## config.mk

```make
export PLATFORM = sky130hd
export DESIGN_NAME = mode_reg_unit
export DESIGN_NICKNAME = d
export VERILOG_FILES = /design/src/rtl/mrs_pkg.sv /design/src/rtl/mrs_cmd_gate.sv /design/src/rtl/mrs_field_decode.sv /design/src/rtl/mode_reg_unit.sv
export SDC_FILE = /design/constraint.sdc
export NUM_CORES = 1
export LEC_CHECK = 0
export ABC_AREA = 1
export CAP_MARGIN = 20
export CORE_MARGIN = 4
export CORE_UTILIZATION = 41
export CTS_CLUSTER_DIAMETER = 30
export DETAILED_ROUTE_END_ITERATION = 12
export GPL_ROUTABILITY_DRIVEN = 0
export PLACE_DENSITY = 0.69
export SYNTH_ARGS = -nofsm -noshare
export SYNTH_HDL_FRONTEND = slang
export SYNTH_SLANG_ARGS = --single-unit
export TNS_END_PERCENT = 50
```

## constraint.sdc

```tcl
create_clock -name clk_i -period 2.2 [get_ports clk_i]
set_input_delay 0.44 -clock clk_i [delete_from_list [all_inputs] [get_ports clk_i]]
set_output_delay 0.44 -clock clk_i [all_outputs]
set_load 0.02 [all_outputs]
```

## src/rtl/mrs_pkg.sv

```systemverilog
package mrs_pkg;
  localparam int unsigned MR_ADDR_W = 13;

  typedef enum logic [1:0] {
    SEL_MR   = 2'b00,
    SEL_EXT1 = 2'b01,
    SEL_EXT2 = 2'b10,
    SEL_RSVD = 2'b11
  } reg_sel_e;

  typedef struct packed {
    logic       bl_ok;
    logic [3:0] bl;
    logic       bt;
    logic       cl_ok;
    logic [2:0] cl;
    logic       tm;
    logic       dll;
    logic       wr_ok;
    logic [3:0] wr;
    logic       pd;
  } mr_fields_t;
endpackage

```

## src/rtl/mrs_cmd_gate.sv

```systemverilog
module mrs_cmd_gate #(
  parameter int unsigned NUM_BANKS = 8,
  parameter int unsigned TMRD_W    = 4
) (
  input  logic                 clk_i,
  input  logic                 rst_ni,
  input  logic                 cs_ni,
  input  logic                 ras_ni,
  input  logic                 cas_ni,
  input  logic                 we_ni,
  input  logic [1:0]           ba_i,
  input  logic                 cke_i,
  input  logic [NUM_BANKS-1:0] bank_idle_i,
  input  logic [TMRD_W-1:0]    tmrd_i,
  output logic                 wr_en_o,
  output logic                 reject_o,
  output logic                 busy_o
);
  import mrs_pkg::*;

  logic              cmd_hit;
  logic              cke_q;
  logic [TMRD_W-1:0] lock_cnt;

  assign cmd_hit  = ~cs_ni & ~ras_ni & ~cas_ni & ~we_ni;
  assign busy_o   = lock_cnt != '0;
  assign wr_en_o  = cmd_hit & cke_q & cke_i & (&bank_idle_i) & ~busy_o
                    & (reg_sel_e'(ba_i) != SEL_RSVD);
  assign reject_o = cmd_hit & ~wr_en_o;

  always_ff @(posedge clk_i or negedge rst_ni) begin
    if (!rst_ni) cke_q <= 1'b0;
    else         cke_q <= cke_i;
  end

  // load T-1 so the T-th edge after a write is free again
  always_ff @(posedge clk_i or negedge rst_ni) begin
    if (!rst_ni)                 lock_cnt <= '0;
    else if (wr_en_o)            lock_cnt <= (tmrd_i == '0) ? '0 : tmrd_i - TMRD_W'(1);
    else if (lock_cnt != '0)     lock_cnt <= lock_cnt - TMRD_W'(1);
  end

  p_cke_prior_r3: assert property (@(posedge clk_i) disable iff (!rst_ni)
    wr_en_o |-> $past(cke_i));
  p_lock_starts_r12: assert property (@(posedge clk_i) disable iff (!rst_ni)
    (wr_en_o && tmrd_i > TMRD_W'(1)) |=> busy_o);
  p_lock_refuses_r12: assert property (@(posedge clk_i) disable iff (!rst_ni)
    (busy_o && cmd_hit) |-> reject_o);
endmodule

```

## src/rtl/mrs_field_decode.sv

```systemverilog
module mrs_field_decode (
  input  logic [12:0]               addr_i,
  output mrs_pkg::mr_fields_t       fields_o
);
  always_comb begin
    fields_o       = '0;
    unique case (addr_i[2:0])
      3'b010:  begin fields_o.bl_ok = 1'b1; fields_o.bl = 4'd4; end
      3'b011:  begin fields_o.bl_ok = 1'b1; fields_o.bl = 4'd8; end
      default: begin fields_o.bl_ok = 1'b0; fields_o.bl = 4'd0; end
    endcase
    fields_o.bt    = addr_i[3];
    fields_o.cl_ok = addr_i[6:4] >= 3'd3;
    fields_o.cl    = addr_i[6:4];
    fields_o.tm    = addr_i[7];
    fields_o.dll   = addr_i[8];
    fields_o.wr_ok = addr_i[11:9] != 3'd0;
    fields_o.wr    = {1'b0, addr_i[11:9]} + 4'd1;
    fields_o.pd    = addr_i[12];
  end
endmodule

```

## src/rtl/mode_reg_unit.sv

```systemverilog
module mode_reg_unit #(
  parameter int unsigned NUM_BANKS = 8,
  parameter int unsigned TMRD_W    = 4
) (
  input  logic                 clk_i,
  input  logic                 rst_ni,
  input  logic                 cs_ni,
  input  logic                 ras_ni,
  input  logic                 cas_ni,
  input  logic                 we_ni,
  input  logic [1:0]           ba_i,
  input  logic [12:0]          addr_i,
  input  logic                 cke_i,
  input  logic [NUM_BANKS-1:0] bank_idle_i,
  input  logic [TMRD_W-1:0]    tmrd_i,
  output logic                 mr_valid_o,
  output logic [3:0]           burst_len_o,
  output logic                 burst_intlv_o,
  output logic [2:0]           cas_lat_o,
  output logic                 test_mode_o,
  output logic                 dll_reset_o,
  output logic [3:0]           wr_rec_o,
  output logic                 pd_slow_o,
  output logic [12:0]          emr1_o,
  output logic [12:0]          emr2_o,
  output logic                 wr_err_o,
  output logic                 cfg_err_o,
  output logic                 busy_o
);
  import mrs_pkg::*;

  localparam int unsigned NUM_EXT = 2;

  logic       wr_en, reject, mr_wr;
  mr_fields_t fld;
  logic [MR_ADDR_W-1:0] ext_q [NUM_EXT];

  mrs_cmd_gate #(.NUM_BANKS(NUM_BANKS), .TMRD_W(TMRD_W)) u_gate (
    .clk_i      (clk_i),
    .rst_ni     (rst_ni),
    .cs_ni      (cs_ni),
    .ras_ni     (ras_ni),
    .cas_ni     (cas_ni),
    .we_ni      (we_ni),
    .ba_i       (ba_i),
    .cke_i      (cke_i),
    .bank_idle_i(bank_idle_i),
    .tmrd_i     (tmrd_i),
    .wr_en_o    (wr_en),
    .reject_o   (reject),
    .busy_o     (busy_o)
  );

  mrs_field_decode u_dec (
    .addr_i  (addr_i),
    .fields_o(fld)
  );

  assign mr_wr = wr_en & (reg_sel_e'(ba_i) == SEL_MR);

  always_ff @(posedge clk_i or negedge rst_ni) begin
    if (!rst_ni) begin
      mr_valid_o    <= 1'b0;
      burst_len_o   <= '0;
      burst_intlv_o <= 1'b0;
      cas_lat_o     <= '0;
      test_mode_o   <= 1'b0;
      wr_rec_o      <= '0;
      pd_slow_o     <= 1'b0;
      cfg_err_o     <= 1'b0;
    end else if (mr_wr) begin
      mr_valid_o    <= 1'b1;
      burst_intlv_o <= fld.bt;
      test_mode_o   <= fld.tm;
      pd_slow_o     <= fld.pd;
      if (fld.bl_ok) burst_len_o <= fld.bl;
      if (fld.cl_ok) cas_lat_o   <= fld.cl;
      if (fld.wr_ok) wr_rec_o    <= fld.wr;
      if (!(fld.bl_ok && fld.cl_ok && fld.wr_ok)) cfg_err_o <= 1'b1;
    end
  end

  always_ff @(posedge clk_i or negedge rst_ni) begin
    if (!rst_ni) begin
      dll_reset_o <= 1'b0;
      wr_err_o    <= 1'b0;
    end else begin
      dll_reset_o <= mr_wr & fld.dll;
      wr_err_o    <= reject;
    end
  end

  for (genvar g = 0; g < NUM_EXT; g++) begin : g_ext
    always_ff @(posedge clk_i or negedge rst_ni) begin
      if (!rst_ni)                                   ext_q[g] <= '0;
      else if (wr_en && ba_i == 2'(g + 1))           ext_q[g] <= addr_i;
    end
  end

  assign emr1_o = ext_q[0];
  assign emr2_o = ext_q[1];

  p_valid_hold_r4: assert property (@(posedge clk_i) disable iff (!rst_ni)
    $past(mr_valid_o) |-> mr_valid_o);
  p_cfg_sticky_r11: assert property (@(posedge clk_i) disable iff (!rst_ni)
    $past(cfg_err_o) |-> cfg_err_o);
  p_refused_stable_r3: assert property (@(posedge clk_i) disable iff (!rst_ni)
    wr_err_o |-> ($stable(burst_len_o) && $stable(cas_lat_o) && $stable(wr_rec_o)
                  && $stable(mr_valid_o) && $stable(emr1_o) && $stable(emr2_o)));
  p_bl_legal_r5: assert property (@(posedge clk_i) disable iff (!rst_ni)
    burst_len_o == 4'd0 || burst_len_o == 4'd4 || burst_len_o == 4'd8);
  p_cl_legal_r7: assert property (@(posedge clk_i) disable iff (!rst_ni)
    cas_lat_o == 3'd0 || cas_lat_o >= 3'd3);
  p_wr_legal_r8: assert property (@(posedge clk_i) disable iff (!rst_ni)
    wr_rec_o != 4'd1 && wr_rec_o <= 4'd8);
  p_dll_needs_valid_r10: assert property (@(posedge clk_i) disable iff (!rst_ni)
    dll_reset_o |-> mr_valid_o);
endmodule

```

=== Word level (Yosys, flattened, before mapping) ===
Cells that the tools add are included.

* Output and inout port bits: 45
* Input port bits: 34
* Bits in registers: 49

* $add $sub $neg: 3
* Bitwise gates (word level): 18
* Reductions and logical operators: 14
* Magnitude comparators: 1
* Equality and inequality tests: 5
* Multiplexer cells: 4

{| class="wikitable"
|+ Operators by type and width
! operator !! count
|-
| $mux W4 || 3
|-
| $and A1 B1 Y1 || 11
|-
| $pmux W5 S2 || 1
|-
| $reduce_and A2 Y1 || 4
|-
| $reduce_and A8 Y1 || 1
|-
| $sub A4 B1 Y4 const B || 2
|-
| $not A1 Y1 || 7
|-
| $eq A3 B2 Y1 const B || 2
|-
| $add A3 B1 Y4 const B || 1
|-
| $logic_and A1 B1 Y1 || 4
|-
| $logic_not A4 Y1 || 1
|-
| $reduce_bool A4 Y1 || 1
|-
| $ge A3 B2 Y1 const B || 1
|-
| $reduce_bool A3 Y1 || 1
|-
| $eq A2 B1 Y1 const B || 1
|-
| $eq A2 B2 Y1 const B || 1
|-
| $logic_not A2 Y1 || 1
|-
| $ne A2 B2 Y1 const B || 1
|-
| $reduce_bool A2 Y1 || 1
|}

=== Depth between registers and ports, before layout ===
Gate-level depths: netlist of run 1.

* Word-level depth: 11
* Mapped depth: 10

=== By module ===
From an unflattened synthesis of run 1, not the netlist that was laid out.

* Cell total of the unflattened synthesis: 276
* Area total of the unflattened synthesis: 2499.9 sq um

{| class="wikitable"
|+ Modules (own cells, without submodules)
! module !! area an instance (sq um) !! cells an instance !! sequential area each (sq um) !! instances
|-
| mode_reg_unit || 1856.8 || 175 || 1101.1 || 1
|-
| mrs_cmd_gate || 475.5 || 70 || 125.1 || 1
|-
| mrs_field_decode || 167.7 || 31 || 0.0 || 1
|}

=== Worst setup path after synthesis of run 1 ===
Ideal clock, no wire load.

* Path type: flip-flop to flip-flop
* Start point: register u_gate.lock_cnt[0]
* End point: register ext_q, in the netlist emr1_o[5]
* Setup slack: 638 ps
* Stages on the path, launching flop included: 11
* Required time: 2080 ps
* Library setup time: 120 ps
* Path buffers: 1
* Arrival time: 1442 ps
* Path through: dfrtp_1 > inv_1 > ha_1 > nand2_4 > nor2_8 > nand2_2 > nor2_4 > nand4_4 > buf_6 > nand2_2 > o21ai_2

* Longest elaborated chain between the ends: 5

{| class="wikitable"
|+ Ends and longest elaborated chain
! what !! RTL line !! source
|-
| from (decl) || mrs_cmd_gate.sv:23 || <nowiki>logic [TMRD_W-1:0] lock_cnt;</nowiki>
|-
| from (signal assigned) || mrs_cmd_gate.sv:39 || <nowiki>else if (wr_en_o) lock_cnt <= (tmrd_i == '0) ? '0 : tmrd_i - TMRD_W'(1);</nowiki>
|-
| from (signal assigned) || mrs_cmd_gate.sv:40 || <nowiki>else if (lock_cnt != '0) lock_cnt <= lock_cnt - TMRD_W'(1);</nowiki>
|-
| $reduce_bool A4 Y1 || mrs_cmd_gate.sv:26 || <nowiki>assign busy_o = lock_cnt != '0;</nowiki>
|-
| $not A1 Y1 || mrs_cmd_gate.sv:27 || <nowiki>assign wr_en_o = cmd_hit & cke_q & cke_i & (&bank_idle_i) & ~busy_o</nowiki>
|-
| $and A1 B1 Y1 || mrs_cmd_gate.sv:27 ||
|-
| $and A1 B1 Y1 || mrs_cmd_gate.sv:28 || <nowiki>& (reg_sel_e'(ba_i) != SEL_RSVD);</nowiki>
|-
| $logic_and A1 B1 Y1 || mode_reg_unit.sv:96 || <nowiki>else if (wr_en && ba_i == 2'(g + 1)) ext_q[g] <= addr_i;</nowiki>
|-
| to (signal, indexed assignment) || mode_reg_unit.sv:96 ||
|-
| to (decl) || mode_reg_unit.sv:36 || <nowiki>logic [MR_ADDR_W-1:0] ext_q [NUM_EXT];</nowiki>
|}

Every way passes these cells.
A chain may end at the register's enable or synchronous reset.

=== Final worst setup path of run 1 ===
* Start point: register u_gate.lock_cnt[0]
* End point: output port busy_o

* Longest elaborated chain between the ends: 1

{| class="wikitable"
|+ Ends and longest elaborated chain
! what !! RTL line !! source
|-
| $reduce_bool A4 Y1 || mrs_cmd_gate.sv:26 ||
|-
| to (decl) || mode_reg_unit.sv:28 || <nowiki>output logic busy_o</nowiki>
|}

Every way passes these cells.

==> results.md, run 1 <==
- RSZ-0062 raised after global routing: no
- Setup violations, final: 0
- Crit path depth: 6
- Post-synth EDFFs: 0
- Die ar.: 6940 sq um
- Slew margin rel.: 61.7%
- P_leak: 1.55 nW
- Reg2reg end: emr2_o[2]$_DFFE_PN0P_
- Largest family of logic cells by synthesized area: simple AND/OR/NAND/NOR gates
- GRT met3 Usage: 6.94%
- H-tree levels: 2
- Fmax: 486 MHz
- Vert. Die Dim: 83.3 microns
- Post-CTS Setup Bufs: 0
- Area delta synth->final: 39.5%
- Routed vias: 1845
- Mux cell area share after synthesis: 0%
- Share of layout cells above drive strength 1: 19.1%
- Post-Synth Adder-Cell Area: 2.15%
- Gate power share: 20.4%
- Crit-path cells: inv_1 -> ha_1 -> nand2_4 -> nor2_8 -> inv_1 -> dlygate4sd2_1
- Ant diodes: 0
- Setup Crit Path Kind: flip-flop to output pin
- CP max-delay cell: dfrtp_1
- Cell mode on critical path: inv_1
- CP Data Arrival Time: 1.62 ns
- Sw Ratio: 28.4%
- Top-area cell type share of the netlist area: 50.6%
- Clock skew: 0.0103 ns
- Post-synthesis cell type count: 31
- Seq/Total Area, Yosys: 50.6%
- HPWL after DPL: 3840 microns
- Sequential share of power: 50.5%
- Nets: 362
- TNS Setup: 0 ns
- Port Buffer Count: 76
- # DRC: 0
- Clock power share: 29.1%
- Final ANT Viol Nets: 0
- Mapped cell area: 2330 sq um
- Via-to-Cell Ratio: 4.65
- Global routing's busiest layer: met2
- R2r setup slk: 0.46 ns
- Avg Cell Area, Syn: 9.57 sq um
- Max cap viols: 0
- P_sw: 0.527 mW
- TritonCTS Buffers: 5
- Outcome: finished, final reports clean
- Final Max Slew Viols: 0
- Grt ovf: 0
- First-pass GRT wire length: 8700 microns
- Int Power: 1.33 mW
- Mapped Cells: 243
- Synth async-reset ratio: 100%
- Max IR drop VDD: 0.430 mV
- DRC violation total after the first TritonRoute iteration: 64
- Worst Setup SP: u_gate.lock_cnt[0]$_DFFE_PN0P_
- Clk sinks: 47
- Top FF cell, synth: dfrtp_1
- Worst slack, placed: 0.110 ns
- Most area-consuming cells after synthesis: dfrtp_1 (51%), o21ai_2 (9.8%), nand2_1 (9.4%)
- Largest net degree at the start of global routing: 48
- Delay-heaviest family, CP: buffers and inverters
- WP buf/inv: 3
- Clock transition at path regs: 0.09 ns
- FP Rows: 27
- Core region area: 5510 sq um
- Worst Tran Pin Value: 0.574 ns
- Complex-gate fraction of the synthesized area: 13.0%
- Largest area contributor in the netlist: dfrtp_1
- P per Cell Area: 572 nW/um^2
- CP max stage delay: 0.38 ns
- Critical Path Sink: busy_o
- Simple-Gate Fraction of Synth Area: 25.0%
- Clock Latency Late Sink: 0.29 ns
- Most common cell in the synthesized netlist: nand2_1
- Initial Util: 42.2%
- WL per Instance: 12.7 microns
- CTS Buffer Depth: 2
- Hold Crit Class: primary input to asynchronous set/reset pin
- Min Clock Period, post-route: 2.06 ns
- Die width: 83.3 microns
- YS warnings: 0
- CTS tree: done
- I/O pins: 79
- Final Worst Setup Slack: 0.144 ns
- CP startpoint kind: flip-flop
- Post-synthesis xor/xnor area fraction: 0.753%
- Met2 Usage GRT: 24.0%
- GR Util All Layers: 15.3%
- Met1 usage in global routing: 19.0%
- Reg2reg path depth: 9
- Number of iterations in the first detailed-routing pass: 4
- Fillers: 500
- Number of global-route vias before repair: 1857
- Routed WL: 5060 microns
- Final Hold Viols: 0
- R2R Path Start: u_gate.lock_cnt[0]$_DFFE_PN0P_
- CP Capture Type: output pin
- Required @ worst endpoint: 1.76 ns
- Maximum fanout along the worst path: 6
- Post-synth top cells: nand2_1 (58), dfrtp_1 (47), inv_1 (29)
- CTS root buf: clkbuf_8
- Initial antenna violation count: 0
- Synthesis-stage register bit count: 47
- Final worst path period share: 93.4%
[routing by layer]
metal,vias up,share of wire [%]
met2,56,45
met5,-,0
li1,934,-
met4,0,1.4
met1,847,45
met3,8,9.0
[registers in the layout, indices dropped and copies added, names as in the netlist, 2 cells and up]
| register | flops |
|---|---|
| burst_len_o | 2 |
| cas_lat_o | 3 |
| emr1_o | 13 |
| emr2_o | 13 |
| u_gate.lock_cnt | 4 |
| wr_rec_o | 4 |
[worst min path at each step]
stage | from | endpoint | cells after the start | slack [ns]
4_1_cts | rst_ni | pd_slow_o$_DFFE_PN0P_ | 2 | 0.24
3_3_place_gp | mr_valid_o$_DFFE_PN0P_ | mr_valid_o$_DFFE_PN0P_ | 2 | 0.45
5_1_grt | rst_ni | emr1_o[10]$_DFFE_PN0P_ | 2 | 0.27
3_5_place_dp | mr_valid_o$_DFFE_PN0P_ | mr_valid_o$_DFFE_PN0P_ | 2 | 0.46
6_report | rst_ni | emr1_o[10]$_DFFE_PN0P_ | 2 | 0.21
2_1_floorplan | rst_ni | burst_intlv_o$_DFFE_PN0P_ | 0 | 0.14
[power by group through the flow]
stage	Clock, mW	Combinational (mW)	Sequential (mW)
finish	0.540	0.379	0.937
global route	0.593	0.437	0.943
CTS	0.556	0.390	0.938
detailed placement	0	0.391	0.956
global placement	0	0.386	0.953
floorplan	0	0.256	0.952
[stage by stage]
stage	util, %	std cells	cell area [sq um]	hold slack (ns)	total power, mW
floorplan	-	244	2330	0.144	1.21
global placement	57.2	389	3150	0.449	1.34
detailed placement	57.2	389	3150	0.463	1.35
CTS	58.9	397	3240	0.244	1.88
global route	58.9	397	3240	0.266	1.97
finish	58.9	397	3240	0.209	1.86
[cells by family after synthesis]
family / after synthesis
XOR/XNOR: 2
AO/OA/AOI/OAI: 40
other: 1
buffers and inverters: 40
adder cells (fa/ha/maj): 4
flip-flops: 47
AND/OR/NAND/NOR: 109
[placed cells by master (no fill, tap or decap), types with 2 or more instances in the layout]
| master | count |
|---|---|
| xor2_1 | 2 |
| clkdlybuf4s50_1 | 74 |
| nor2_4 | 2 |
| o21ai_1 | 6 |
| nor2_8 | 2 |
| inv_1 | 29 |
| buf_4 | 4 |
| ha_1 | 4 |
| nand2_2 | 9 |
| o21ai_2 | 26 |
| conb_1 | 2 |
| nand4_1 | 9 |
| nand3_1 | 4 |
| o21bai_1 | 2 |
| a21oi_1 | 3 |
| dfrtp_1 | 47 |
| nor2_1 | 12 |
| nor3_1 | 3 |
| o21ai_0 | 3 |
| inv_2 | 3 |
| nand2_1 | 58 |
| clkbuf_8 | 6 |
| nand2_4 | 2 |
[final cells by class]
class / instances / area, sq um / area share, %
clock inverter: 1 / 8.76 / 0.270
tap: 72 / 90.1 / 2.78
timing repair buffer: 81 / 805 / 24.8
inverter: 32 / 120 / 3.70
sequential: 47 / 1180 / 36.3
multi-input combinational: 157 / 958 / 29.5
clock buffer: 7 / 86.3 / 2.66
[timing repair]
item,in CTS,in global routing
hold buffers,0,0
gates resized for setup,1,0
setup endpoints to repair,1,0
No activity file was read; power rests on OpenSTA's default activity.
==> run 2: changes to the inputs <==
Settings changed: CORE_MARGIN 4 to default, CTS_BUF_LIST from default to sky130_fd_sc_hd__clkbuf_4 sky130_fd_sc_hd__clkbuf_8 sky130_fd_sc_hd__clkbuf_16, SLEW_MARGIN from default to 15.
==> results.md, run 2 (same netlist as run 1, synthesis figures left out) <==
- Vert. Die Dim: 77.3 microns (-7.2%)
- CP Capture Type: output pin
- Most frequent cells in the layout: clkdlybuf4s50_1 (74), nand2_1 (58), dfrtp_1 (47), inv_1 (29), o21ai_2 (26)
- Final worst path period share: 93.6% (+0.13 points)
- CTS root buf: clkbuf_8
- P_leak: 1.55 nW (+0.20%)
- Via-to-Cell Ratio: 4.62 (-0.56%)
- P_sw: 0.526 mW (-0.14%)
- Initial antenna violation count: 0 (unchanged)
- Setup Crit Path Kind: flip-flop to output pin
- Cell area after layout: 3240 sq um (-0.12%)
- Gate power share: 20.9% (+0.5 points)
- Sw Ratio: 28.5% (+0.085 points)
- Max IR drop VDD: 0.398 mV (-7.4%)
- Port Buffer Count: 76 (unchanged)
- DRC violation total after the first TritonRoute iteration: 57 (-11%)
- Fmax: 486 MHz (-0.14%)
- Sequential share of power: 50.8% (+0.3 points)
- Outcome: finished, final reports clean
- TNS Setup: 0 ns (unchanged)
- Die ar.: 5980 sq um (-14%)
- Clock power share: 28.3% (-0.8 points)
- Crit-path cells: inv_1 -> ha_1 -> nand2_4 -> nor2_8 -> inv_1 -> dlygate4sd2_1
- Int Power: 1.32 mW (-0.55%)
- GR Util All Layers: 17.5% (+2.2 points)
- Share of layout cells above drive strength 1: 19.9% (+0.80 points)
- Clock skew: 0.00822 ns (-0.00208 ns)
- Hold Crit Class: primary input to asynchronous set/reset pin
- Maximum fanout along the worst path: 6 (unchanged)
- First-pass GRT wire length: 8310 microns (-4.5%)
- CP max stage delay: 0.38 ns (about the same)
- Delay-heaviest family, CP: buffers and inverters
- Largest net degree at the start of global routing: 27 (-44%)
- FP Rows: 27 (unchanged)
- WP buf/inv: 3 (unchanged)
- Clk sinks: 47 (unchanged)
- Die width: 77.3 microns (-7.2%)
- WL per Instance: 12.2 microns (-4.1%)
- Setup violations, final: 0 (unchanged)
- Grt ovf: 0 (unchanged)
- Initial Util: 42.5% (+0.26 points)
- Routed vias: 1844 (-0.054%)
- Min Clock Period, post-route: 2.06 ns (+0.00297 ns)
- Max cap viols: 0 (unchanged)
- P per Cell Area: 570 nW/um^2 (-0.32%)
- RSZ-0062 raised after global routing: no
- CP Data Arrival Time: 1.62 ns (about the same)
- Number of iterations in the first detailed-routing pass: 4 (unchanged)
- Clock transition at path regs: 0.09 ns (about the same)
- CTS tree: done
- Final Max Slew Viols: 0 (unchanged)
- Clock Latency Late Sink: 0.29 ns (about the same)
- Most common cell after layout, fill and taps aside: clkdlybuf4s50_1
- CP startpoint kind: flip-flop
- I/O pins: 79 (unchanged)
- Placement Cell Area: 3150 sq um (about the same)
- Final Hold Viols: 0 (unchanged)
- CP max-delay cell: dfrtp_1
- Fillers: 506 (+1.2%)
- Nets: 364 (+0.55%)
- Area delta synth->final: 39.3%
- Final ANT Viol Nets: 0 (unchanged)
- Required @ worst endpoint: 1.76 ns (about the same)
- TritonCTS Buffers: 5 (unchanged)
- # DRC: 0 (unchanged)
- Ant diodes: 0 (unchanged)
- Post-CTS Setup Bufs: 0 (unchanged)
- Cell mode on critical path: inv_1
- H-tree levels: 2 (unchanged)
- Routed WL: 4880 microns (-3.6%)
- Fin cells: 399 (+0.50%)
- Core region area: 5470 sq um (-0.61%)
- HPWL after DPL: 3750 microns (-2.5%)
- CTS Buffer Depth: 2 (unchanged)
- DP Cell Count: 391 (+0.51%)
- Number of global-route vias before repair: 1851 (-0.32%)
-- run 2: changes by cell type in the layout (fill, tap and decap cells not counted) --
cell / change
buf_4: +3
clkbuf_8: -1
clkinv_4: -1
clkinv_2: +1
buf_12: -1
clkbuf_1: -1
clkbuf_4: +2
-- run 2: power groups by stage --
| stage | logic, mW | clock network [mW] | registers (mW) |
|---|---|---|---|
| final | 0.387 | 0.523 | 0.938 |
| after global routing | 0.446 | 0.571 | 0.944 |
| after CTS | 0.393 | 0.537 | 0.938 |
| after detailed placement | 0.397 | 0 | 0.955 |
| after global placement | 0.392 | 0 | 0.954 |
| after floorplan | 0.256 | 0 | 0.952 |
-- run 2: repair_timing --
item / CTS / global route
endpoints found under the hold margin: 0 / 0
resized for setup: 1 / 0
hold buffers: 0 / 0
setup endpoints to repair: 1 / 0
-- run 2: cell type report --
type                            instances  area, sq um  area share, %
Tap cell                               72         90.1           2.78
Timing Repair Buffer                   83          807           24.9
Clock buffer                            7         83.8           2.59
Clock inverter                          1         5.00          0.154
Sequential cell                        47         1180           36.3
Multi-Input combinational cell        157          958           29.6
Inverter                               32          120           3.71
-- run 2: per-stage QoR --
step                worst slack, ns  hold WS, ns  util [%]  total power [mW]
floorplan                     0.638        0.144         -              1.21
global placement              0.153        0.376      57.6              1.35
detailed placement            0.120        0.382      57.6              1.35
CTS                           0.121       0.0643      59.2              1.87
global route                 0.0312       0.0742      59.2              1.96
finish                        0.141       0.0584      59.2              1.85
-- run 2: path summary, 6_finish.rpt --
path | start | endpoint | slack, ns | depth (start not counted)
max | u_gate.lock_cnt[0]$_DFFE_PN0P_ | busy_o | 0.14 | 6
min | rst_ni | pd_slow_o$_DFFE_PN0P_ | 0.06 | 1
max reg2reg | u_gate.lock_cnt[0]$_DFFE_PN0P_ | emr2_o[10]$_DFFE_PN0P_ | 0.44 | 9
min reg2reg | mr_valid_o$_DFFE_PN0P_ | mr_valid_o$_DFFE_PN0P_ | 0.48 | 2
max in group asynchronous | rst_ni | emr2_o[3]$_DFFE_PN0P_ | 1.57 | 2
min in group clk_i | mr_valid_o$_DFFE_PN0P_ | mr_valid_o$_DFFE_PN0P_ | 0.48 | 2
-- run 2: per-layer routing --
metal | track usage [%] | part of all wire [%] | vias to the layer above
li1 | - | - | 933
met1 | 22.5 | 45 | 848
met2 | 27.6 | 45 | 56
met3 | 7.02 | 9.2 | 7
met4 | 4.15 | 1.1 | 0
met5 | 0 | 0 | -
==> run 3: changes to the inputs <==
Settings changed: HOLD_SLACK_MARGIN from default to 0.08.
==> results.md, run 3 (same netlist as run 1, synthesis figures left out) <==
- Hold Crit Class: flip-flop to flip-flop
- CTS Buffer Depth: 2 (unchanged)
- FP Rows: 27 (unchanged)
- Port Buffer Count: 76 (unchanged)
- First-pass GRT wire length: 8310 microns (about the same)
- Worst-case hold slack: 0.476 ns (+0.418 ns)
- Clk sinks: 47 (unchanged)
- Crit-path cells: inv_1 -> ha_1 -> nand2_4 -> nor2_8 -> inv_1 -> dlygate4sd2_1
- Ant diodes: 0 (unchanged)
- Area delta synth->final: 39.8%
- Most common cell after layout, fill and taps aside: clkdlybuf4s50_1
- Final ANT Viol Nets: 0 (unchanged)
- H-tree levels: 2 (unchanged)
- Cell area after layout: 3250 sq um (+0.31%)
- CP Data Arrival Time: 1.62 ns (about the same)
- Placement Cell Area: 3150 sq um (unchanged)
- Most frequent cells in the layout: clkdlybuf4s50_1 (74), nand2_1 (58), dfrtp_1 (47), inv_1 (29), o21ai_2 (26)
- Nets: 365 (+0.27%)
- Largest net degree at the start of global routing: 27 (unchanged)
- Setup Crit Path Kind: flip-flop to output pin
- Final Max Slew Viols: 0 (unchanged)
- Setup violations, final: 0 (unchanged)
- Min Clock Period, post-route: 2.06 ns (-0.0000600 ns)
- HPWL after DPL: 3750 microns (unchanged)
- Die width: 77.3 microns (unchanged)
- Via-to-Cell Ratio: 4.61 (-0.20%)
- Cell mode on critical path: inv_1
- Vert. Die Dim: 77.3 microns (unchanged)
- Share of layout cells above drive strength 1: 19.8% (-0.061 points)
- RSZ-0062 raised after global routing: no
- GR Util All Layers: 17.6% (+0.026 points)
- Initial Util: 42.5% (unchanged)
- Number of iterations in the first detailed-routing pass: 4 (unchanged)
- Outcome: finished, final reports clean
- CTS root buf: clkbuf_8
- DRC violation total after the first TritonRoute iteration: 73 (+28%)
- CP startpoint kind: flip-flop
- TNS Setup: 0 ns (unchanged)
- Max IR drop VDD: 0.398 mV (about the same)
- # DRC: 0 (unchanged)
- Core region area: 5470 sq um (unchanged)
- Required @ worst endpoint: 1.76 ns (about the same)
- Clock skew: 0.00799 ns (-0.000235 ns)
- WL per Instance: 12.2 microns (-0.13%)
- I/O pins: 79 (unchanged)
- Number of global-route vias before repair: 1860 (+0.49%)
- Routed WL: 4880 microns (+0.12%)
- Routed vias: 1845 (+0.054%)
- Max cap viols: 0 (unchanged)
- P per Cell Area: 569 nW/um^2 (-0.22%)
- CP Capture Type: output pin
- Die ar.: 5980 sq um (unchanged)
- Clock transition at path regs: 0.09 ns (about the same)
- Grt ovf: 0 (unchanged)
- CTS tree: done
- Final Hold Viols: 0 (unchanged)
- CP max-delay cell: dfrtp_1
- Maximum fanout along the worst path: 6 (unchanged)
- Initial antenna violation count: 0 (unchanged)
- TritonCTS Buffers: 5 (unchanged)
- Fmax: 486 MHz (about the same)
- Final worst path period share: 93.6% (about the same)
- P_leak: 1.56 nW (+0.27%)
- Clock Latency Late Sink: 0.29 ns (about the same)
- CP max stage delay: 0.38 ns (about the same)
-- run 3: cell count changes in the layout (fill, tap and decap cells not counted) --
| cell | delta |
|---|---|
| dlygate4sd3_1 | +1 |
-- run 3: through the flow --
| step | util (%) | total power [mW] | setup slack, ns | std cells |
|---|---|---|---|---|
| finish | 59.4 | 1.85 | 0.141 | 400 |
| global route | 59.4 | 1.96 | 0.0312 | 400 |
| CTS | 59.4 | 1.87 | 0.121 | 400 |
| detailed placement | 57.6 | 1.35 | 0.120 | 391 |
| global placement | 57.6 | 1.35 | 0.153 | 391 |
| floorplan | - | 1.21 | 0.638 | 244 |
-- run 3: per-layer routing --
layer / track usage [%] / wire (microns)
met2: 27.8 / 2200
met4: 4.15 / 53
met1: 22.4 / 2190
met5: 0 / 0
met3: 7.02 / 442
-- run 3: timing repair --
action / in CTS / in global routing
endpoints found under the setup margin: 1 / 0
gates resized for setup: 1 / 0
hold buffers: 1 / 0
hold endpoints to repair: 15 / 0
setup buffers: 0 / 0
-- run 3: area by class of cell --
class / count / area, sq um
fillers: 505 / 2220
repair buffers: 84 / 817
flip-flops and latches: 47 / 1180
well taps: 72 / 90.1
clock buffers: 7 / 83.8
multi-input cells: 157 / 958
clock inverters: 1 / 5.00
inverters: 32 / 120
-- run 3: power by group --
group          switching, mW  total, mW  leakage (nW)  internal (mW)
registers             0.0337      0.938         0.626          0.905
clock network          0.275      0.523        0.0491          0.248
logic                  0.218      0.388         0.881          0.170
total                  0.527       1.85          1.56           1.32
-- run 3: worst paths after layout --
check / from / to / slack, ns / cells past startpoint
min: mr_valid_o$_DFFE_PN0P_ / mr_valid_o$_DFFE_PN0P_ / 0.48 / 2
max in group asynchronous: rst_ni / emr2_o[3]$_DFFE_PN0P_ / 1.04 / 3
min reg2reg: mr_valid_o$_DFFE_PN0P_ / mr_valid_o$_DFFE_PN0P_ / 0.48 / 2
max reg2reg: u_gate.lock_cnt[0]$_DFFE_PN0P_ / emr2_o[10]$_DFFE_PN0P_ / 0.44 / 9
max: u_gate.lock_cnt[0]$_DFFE_PN0P_ / busy_o / 0.14 / 6
min in group asynchronous: rst_ni / pd_slow_o$_DFFE_PN0P_ / 0.59 / 2
-- run 3: worst max-delay path: cells and delay by family (launching register included) --
| family | cells | cell delay (ns) |
|---|---|---|
| buffers and inverters | 3 | 0.52 |
| adder cells (fa/ha/maj) | 1 | 0.20 |
| AND/OR/NAND/NOR | 2 | 0.22 |
| flip-flops | 1 | 0.38 |
